**src/rtl/vram_cpu_window.sv**
```systemverilog
module vram_cpu_window #(
  parameter logic [15:0] WIN_BASE  = 16'hA000,
  parameter logic [15:0] PAGE_ADDR = 16'h9F00,
  parameter logic [15:0] BANK_ADDR = 16'h9F01,
  parameter int PAGE_W   = 7,
  parameter int FLD_W    = 6,
  parameter int DATA_W   = 8,
  parameter int STRB_DLY = 2,
  parameter int STRB_LEN = 2,
  localparam int OFS_W   = 2 * FLD_W,
  localparam int MEM_AW  = PAGE_W + OFS_W
) (
  input  logic              clk,
  input  logic              rst_n,
  input  logic              phi2,
  input  logic [15:0]       cpu_addr,
  input  logic              cpu_rw,
  input  logic [7:0]        cpu_din,
  output logic [7:0]        cpu_dout,
  output logic              cpu_doe,
  input  logic [MEM_AW-1:0] scan_addr,
  output logic [DATA_W-1:0] scan_data,
  output logic [MEM_AW-1:0] m0_addr,
  output logic              m0_we,
  output logic [DATA_W-1:0] m0_wdata,
  input  logic [DATA_W-1:0] m0_rdata,
  output logic [MEM_AW-1:0] m1_addr,
  output logic              m1_we,
  output logic [DATA_W-1:0] m1_wdata,
  input  logic [DATA_W-1:0] m1_rdata
);
  localparam int CNT_MAX = STRB_DLY + STRB_LEN;
  localparam int CNT_W   = $clog2(CNT_MAX + 1);
  localparam logic [CNT_W-1:0] CNT_TOP = CNT_W'(CNT_MAX);
  localparam logic [CNT_W-1:0] CNT_ON  = CNT_W'(STRB_DLY);

  logic [CNT_W-1:0]  ph_cnt;
  logic [PAGE_W-1:0] page;
  logic              bank;
  logic              in_win, cpu_own, wr_phase, strobe, reg_slot;
  logic [MEM_AW-1:0] cpu_maddr;

  assign in_win    = cpu_addr[15:OFS_W] == WIN_BASE[15:OFS_W];
  assign cpu_own   = phi2 & in_win;
  assign wr_phase  = phi2 & ~cpu_rw;
  assign strobe    = wr_phase & in_win & (ph_cnt >= CNT_ON) & (ph_cnt < CNT_TOP);
  assign reg_slot  = wr_phase & (ph_cnt == CNT_ON);
  assign cpu_maddr = {page, cpu_addr[OFS_W-1:0]};

  always_ff @(posedge clk) begin
    if (!rst_n)               ph_cnt <= '0;
    else if (!phi2)           ph_cnt <= '0;
    else if (ph_cnt != CNT_TOP) ph_cnt <= ph_cnt + 1'b1;
  end

  always_ff @(posedge clk) begin
    if (!rst_n) begin
      page <= '0;
      bank <= 1'b0;
    end else if (reg_slot) begin
      if (cpu_addr == PAGE_ADDR) page <= cpu_din[PAGE_W-1:0];
      if (cpu_addr == BANK_ADDR) bank <= cpu_din[0];
    end
  end

  assign m0_addr   = (cpu_own & ~bank) ? cpu_maddr : scan_addr;
  assign m1_addr   = (cpu_own &  bank) ? cpu_maddr : scan_addr;
  assign m0_we     = strobe & ~bank;
  assign m1_we     = strobe &  bank;
  assign m0_wdata  = cpu_din;
  assign m1_wdata  = cpu_din;
  assign cpu_doe   = cpu_own & cpu_rw;
  assign cpu_dout  = cpu_doe ? (bank ? m1_rdata : m0_rdata) : '0;
  assign scan_data = bank ? m0_rdata : m1_rdata;

  logic [CNT_W:0] we_run;
  always_ff @(posedge clk) begin
    if (!rst_n)                we_run <= '0;
    else if (m0_we || m1_we)   we_run <= we_run + 1'b1;
    else                       we_run <= '0;
  end


  one_strobe_chk: assert property (@(posedge clk) disable iff (!rst_n)
    $onehot0({m0_we, m1_we}));


  strobe_late_chk: assert property (@(posedge clk) disable iff (!rst_n)
    $rose(phi2) |-> !(m0_we || m1_we));


  strobe_len_chk: assert property (@(posedge clk) disable iff (!rst_n)
    we_run <= (CNT_W+1)'(STRB_LEN));


  addr_hold0_chk: assert property (@(posedge clk) disable iff (!rst_n)
    (m0_we && $past(m0_we)) |-> $stable(m0_addr));


  addr_hold1_chk: assert property (@(posedge clk) disable iff (!rst_n)
    (m1_we && $past(m1_we)) |-> $stable(m1_addr));


  page_keep_chk: assert property (@(posedge clk) disable iff (!rst_n)
    !(phi2 && !cpu_rw && cpu_addr == PAGE_ADDR) |=> $stable(page));


  doe_excl_chk: assert property (@(posedge clk) disable iff (!rst_n)
    cpu_doe |-> !(m0_we || m1_we));
endmodule

```
**config.mk**
```make
export PLATFORM = sky130hd
export DESIGN_NAME = vram_cpu_window
export DESIGN_NICKNAME = d
export VERILOG_FILES = /design/src/rtl/vram_cpu_window.sv
export SDC_FILE = /design/constraint.sdc
export NUM_CORES = 1
export LEC_CHECK = 0
export BUFFER_PORTS_ARGS = -buffer_cell sky130_fd_sc_hd__buf_2
export CAP_MARGIN = 15
export CORE_MARGIN = 2
export CORE_UTILIZATION = 34
export DETAILED_ROUTE_END_ITERATION = 10
export PLACE_DENSITY = 0.78
export SYNTH_ARGS = -nofsm -noshare
export SYNTH_HDL_FRONTEND = slang
export SYNTH_SLANG_ARGS = --single-unit
```
**constraint.sdc**
```tcl
create_clock -name clk -period 1.15 [get_ports clk]
set_input_delay 0.115 -clock clk [delete_from_list [all_inputs] [get_ports clk]]
set_output_delay 0.115 -clock clk [all_outputs]
set_load 0.1 [all_outputs]
```
==> impl_metrics.ini, run 1 <==
[outcome]
status = finished with violations
violations = negative setup slack

[clocking]
cts.clk_slew.worst_paths_ns = 0.06
cts.sink_count = 11
cts_tree = yes
holdBufCountCts = 0
cts.path.max_buffers = 2
cts_made_buffers = 3
cts_max_level = 1
clk_latency_ns = 0.24
clockRootBuffer = clkbuf_8

[timing]
setup_tns_ns = -28.02
timing.final.crit_share_pct = 145
rsz0062_at_grt = true
hold_violations = 0
max_slew_margin_pct = 65.9
setup_ws_ns = -0.518
period_needed_ns = 1.67
tightest_slew_ns = 0.515
finClkSkew_ns = 0.000294
drv_slew = 0
fmax_mhz = 599
setup_violations = 65

[logic_synthesis]
synth_flop_cell = dfxtp_1
synth-async-reset-ratio_pct = 0
yosysWarningCount = 0
synth_seq_cells = 11
synth_edf_count = 0
syn_area_per_cell_um2 = 9.65
ys_types = 28
netlist_instances = 150
syn_area_um2 = 1450
syn_nets = 215
ys_seq_area_share_pct = 15.2

[setup_path]
critPathKind = register to output port
critPathMaxFanout = 6
cp.arrival_ns = 1.55
crit_top_cell = buf_12
crit_path_start_kind = register
worst_setup_path_end_kind = output port
path_cells = buf_6 > nand3_4 > buf_12 > mux2_4 > buf_12
cpMaxStageDelayCell = dfxtp_4
cp.required_ns = 1.03
max_stage_delay_ns = 0.36

[drt]
wl_per_cell_um = 26.4
dr.pass1.iters = 4
routed_wl_mm = 9.18
drc = 0
initialDrtViolationCount = 116
drt.antenna.violating_nets = 0
routed-via-count = 2077
vias_per_cell = 5.97

[power]
p_clk_share_pct = 16.0
max-vdd-ir-drop_v = 0.000609
switchingPower_mw = 1.39
p_seq_share_pct = 14.6
pwr_density_cell_nw_per_um2 = 721
cellInternalPower_mw = 1.26
leakage_nw = 1.68
p_comb_share_pct = 69.5
p_sw_share_pct = 52.3

[grt]
gr-total-overflow = 0
first_global_vias = 2071
use_met1_pct = 35.7
antenna_found_initial = 1
use_met3_pct = 4.80
track_usage_pct = 32.2
grt_pass1_wl_mm = 12.1
gr-usage-met2_pct = 60.1
grt_max_degree = 18
top_usage_layer = met2

[layout]
fin_cells = 348
area_growth_pct = 154
drive_gt1_share_pct = 89.6
nFillCells = 118
final_util_pct = 90.6
nNetsFinal = 363

[floorplanning]
fp.coreArea_um2 = 4060
initial_core_util_pct = 35.7
die_h_um = 69.3
io_pins = 136
die_w_um = 69.3
row_count = 23
dieArea_um2 = 4800

[place]
place_congestion = 0.844
place_inst = 337
portBuffers = 132
post-place-ws_ns = -0.345
hpwl_mm = 5.01

[run]
maxCapViolations = 0

[hold_path]
min_path_type = primary input to register
==> cell usage after synthesis (2+ instances only) <==
master,n,share of area [%]
a21oi_1,7,2.4
buf_2,3,1.0
buf_4,17,8.8
buf_6,2,1.6
dfxtp_1,11,15
ha_1,2,1.7
inv_1,4,1.0
mux2_2,26,20
mux2_4,20,21
mux2i_1,8,5.5
nand2_1,2,0.52
nand3_1,10,3.5
nand3_4,2,2.4
nand4b_1,2,1.2
nor2_1,13,3.4
o211ai_1,2,1.0
o21ai_0,8,2.8
==> worst max-delay path: cells and delay by family (launching register included) <==
family,cells,cell delay (ns)
multiplexers,1,0.33
AND/OR/NAND/NOR,1,0.13
flip-flops,1,0.36
buffers and inverters,3,0.48
==> per-layer routing <==
layer  up-vias  part of all wire, %  wire, um
li1        838                    -         -
met1       998                   35      3190
met2       182                   51      4670
met3        59                  6.9       634
met4         0                  7.4       677
met5         -                    0         0
==> worst paths after layout <==
| kind | end | from | slack, ns | depth (start not counted) |
|---|---|---|---|---|
| worst min-delay path | page[2]$_SDFFE_PN0P_ | cpu_din[2] | 0.14 | 3 |
| worst min register to register | page[6]$_SDFFE_PN0P_ | page[6]$_SDFFE_PN0P_ | 0.51 | 2 |
| worst max register to register | bank$_SDFFE_PN0P_ | ph_cnt[2]$_SDFFE_PN0N_ | -0.32 | 5 |
| worst max-delay path | m1_addr[0] | bank$_SDFFE_PN0P_ | -0.52 | 5 |
==> timing repair <==
item / in CTS / in global routing
pin swaps: 8 / 14
buffers inserted: 2 / 2
resized for setup: 53 / 30
gates cloned: 2 / 0
endpoints found under the setup margin: 65 / 66
==> sequential cells by signal, indices dropped and copies added, names as in the netlist <==
| name | flops |
|---|---|
| page | 7 |
| ph_cnt | 3 |
| bank | 1 |
==> per-stage QoR <==
| step | total power [mW] | cell area, um2 | hold slack [ns] |
|---|---|---|---|
| floorplan | 1.52 | 1560 | 0.254 |
| global placement | 2.07 | 3210 | 0.232 |
| detailed placement | 2.10 | 3210 | 0.232 |
| CTS | 2.56 | 3550 | 0.142 |
| global route | 2.68 | 3680 | 0.151 |
| finish | 2.65 | 3680 | 0.142 |
==> power by group through the flow <==
stage / Sequential [mW] / Clock [mW] / Combinational, mW
after floorplan: 0.396 / 0 / 1.12
after global placement: 0.395 / 0 / 1.68
after detailed placement: 0.395 / 0 / 1.71
after CTS: 0.387 / 0.404 / 1.77
after global routing: 0.386 / 0.423 / 1.87
final: 0.386 / 0.423 / 1.84
==> cells by family after synthesis <==
kind of cell / synth area share [%]
DFF: 15.2
AOI/OAI and AO/OA: 7.26
adders and majority gates: 1.73
buffers and inverters: 12.4
and+or+nand+nor: 16.9
muxes: 46.5
==> final cells by class <==
type                       instances  area (um2)  share of cell area [%]
multi-input combinational        113        1430                    39.0
tap                               50        62.6                    1.70
antenna                            1        2.50                  0.0681
sequential                        11         226                    6.16
inverter                           4        18.8                   0.510
clock buffer                       4        45.0                    1.22
timing repair buffer             165        1890                    51.4
==> layout by cell type (no fill, tap or decap), drive strengths merged, types with 2 or more instances in the layout <==
| cell | n |
|---|---|
| clkbuf | 4 |
| o21ai | 8 |
| mux2i | 8 |
| ha | 2 |
| nand2 | 2 |
| nand4b | 2 |
| inv | 3 |
| mux2 | 46 |
| o211ai | 2 |
| nor2 | 13 |
| a21oi | 7 |
| nand3 | 12 |
| dfxtp | 11 |
| buf | 165 |
Power figures use the tool's default switching activity.
==> run 2: changes to the inputs <==
==> constraint.sdc (replaced) <==
create_clock -name clk -period 1.15 [get_ports clk]
set_input_delay 0.115 -clock clk [delete_from_list [all_inputs] [get_ports clk]]
set_output_delay 0.115 -clock clk [all_outputs]
set_load 0.005 [all_outputs]
==> run 2 against run 1 <==
Non-clock buffer count decreased by 6. Clock-buffer cell count unchanged. Die area unchanged. Cell count fell by 2.0%. The flow still finishes with violations (negative setup slack). Sequential power about the same. Clock skew rose by 0.0036 ns. Largest cell class is now multi-input combinational cells. Routed wire length is 47% lower. Sequential share of layout area increased by 2.6 points. Largest power group unchanged. Register-to-register slack improved by 0.22 ns. Sequential cell count unchanged.
==> impl_metrics.ini, run 2 (synthesized netlist as in run 1, its figures left out) <==
[layout]
diodes = 0
final_util_pct = 62.5
top_register = page
largest_reg_flops = 7
area_growth_pct = 75.3
drive_gt1_share_pct = 78.7
fin_cells = 341
largestRegisters = page (7), ph_cnt (3), bank (1)
layout_commonest_cell = buf_2
design_area_um2 = 2540
nNetsFinal = 357
mostFrequentLayoutCells = buf_2, mux2_4, buf_6

[floorplanning]
io_pins = 136
die_w_um = 69.3
die_h_um = 69.3
initial_core_util_pct = 35.7
row_count = 23
dieArea_um2 = 4800
fp.coreArea_um2 = 4060

[grt]
grt_max_degree = 18
gr-total-overflow = 0
antenna_found_initial = 0
grt_pass1_wl_mm = 7.62
track_usage_pct = 19.2
first_global_vias = 1628

[setup_path]
r2r_setup_slack_ns = -0.10
critPathKind = register to output port
path_cells = inv_2 > nand3_4 > buf_12 > mux2_2 > buf_2
reg2reg_to = bank$_SDFFE_PN0P_
critical_path.startpoint = bank$_SDFFE_PN0P_
cp.required_ns = 1.03
ff2ff_path_depth = 6
worstReg2RegStart = ph_cnt[2]$_SDFFE_PN0N_
worst_setup_path_end_kind = output port
cpMaxStageDelayCell = dfxtp_2
critPathMaxFanout = 8
max_stage_delay_ns = 0.37
crit_path_start_kind = register
cp.arrival_ns = 1.41

[clocking]
cts_tree = yes
cts_max_level = 1
clk_latency_ns = 0.24
cts.path.max_buffers = 2
cts.sink_count = 11
cts.clk_slew.worst_paths_ns = 0.05
clockRootBuffer = clkbuf_8
cts_made_buffers = 3
holdBufCountCts = 0

[power]
pwr_density_cell_nw_per_um2 = 525
max-vdd-ir-drop_v = 0.000296
leakage_nw = 1.33
power_mw = 1.33

[drt]
routed-via-count = 1686
vias_per_cell = 4.94
wl_per_cell_um = 14.2
dr.pass1.iters = 4
routed_wl_mm = 4.85
drc = 0
initialDrtViolationCount = 35
drt.antenna.violating_nets = 0

[outcome]
violations = negative setup slack
status = finished with violations

[hold_path]
hold_depth = 3
min_path_type = primary input to register
holdPathEnd = page[1]$_SDFFE_PN0P_
hp-start = cpu_din[1]

[timing]
fmax_mhz = 657
hold_violations = 0
setup_tns_ns = -18.64
finClkSkew_ns = 0.00385
timing.final.crit_share_pct = 132
period_needed_ns = 1.52
setup_violations = 65
rsz0062_at_grt = true
max_slew_margin_pct = 73.3
tightest_slew_ns = 0.397
whs_ns = 0.130
setup_ws_ns = -0.372
drv_slew = 0

[place]
post-place-ws_ns = -0.306
portBuffers = 132
hpwl_mm = 3.64
place_congestion = 0.756
placed_cell_area_um2 = 2200
place_inst = 332

[run]
maxCapViolations = 0
## run 2: cell types whose count changed in the layout (fill, tap and decap cells not counted), moves of 10 or more
cell    previous run  this run
nor2_1             3        13
buf_12            61         2
buf_2             73       115
nor2_4            10         0
buf_6              8        23
## run 2: repair_timing
action | in CTS | in global routing
gates cloned | 1 | 0
buffers inserted | 3 | 1
pin swaps | 6 | 4
resized for setup | 50 | 11
endpoints found under the setup margin | 65 | 65
## run 2: where the power goes
group / internal [mW] / switching (mW) / total (mW)
Sequential: 0.385 / 0.00196 / 0.387
Combinational: 0.340 / 0.203 / 0.542
Clock: 0.245 / 0.158 / 0.403
Total: 0.969 / 0.363 / 1.33
## run 2: routing by layer
layer | GRT usage [%] | wire length (um)
met2 | 34.8 | 2570
met3 | 4.22 | 361
met1 | 22.4 | 1880
met4 | 5.45 | 46
met5 | 0 | 0
## run 2: worst max path at each step
stage / endpoint / slack [ns] / depth (start not counted)
6_report: m0_addr[14] / -0.37 / 5
5_1_grt: m0_addr[14] / -0.42 / 5
4_1_cts: m1_addr[2] / -0.36 / 5
3_5_place_dp: page[4]$_SDFFE_PN0P_ / -0.31 / 7
3_3_place_gp: bank$_SDFFE_PN0P_ / -0.28 / 7
2_1_floorplan: m1_addr[10] / -0.07 / 4
## run 2: layout make-up
class                      instances  area (um2)
clock buffer                       4        45.0
timing repair buffer             159        1040
sequential                        11         223
inverter                           4        15.0
multi-input combinational        113        1150
tap                               50        62.6
fill                             356        1520
## run 2: worst max-delay path, delay by kind of cell, from the launching register on
family        cells  cell delay [ns]
simple gates      1             0.10
flops             1             0.37
buf+inv           3             0.35
mux               1             0.34
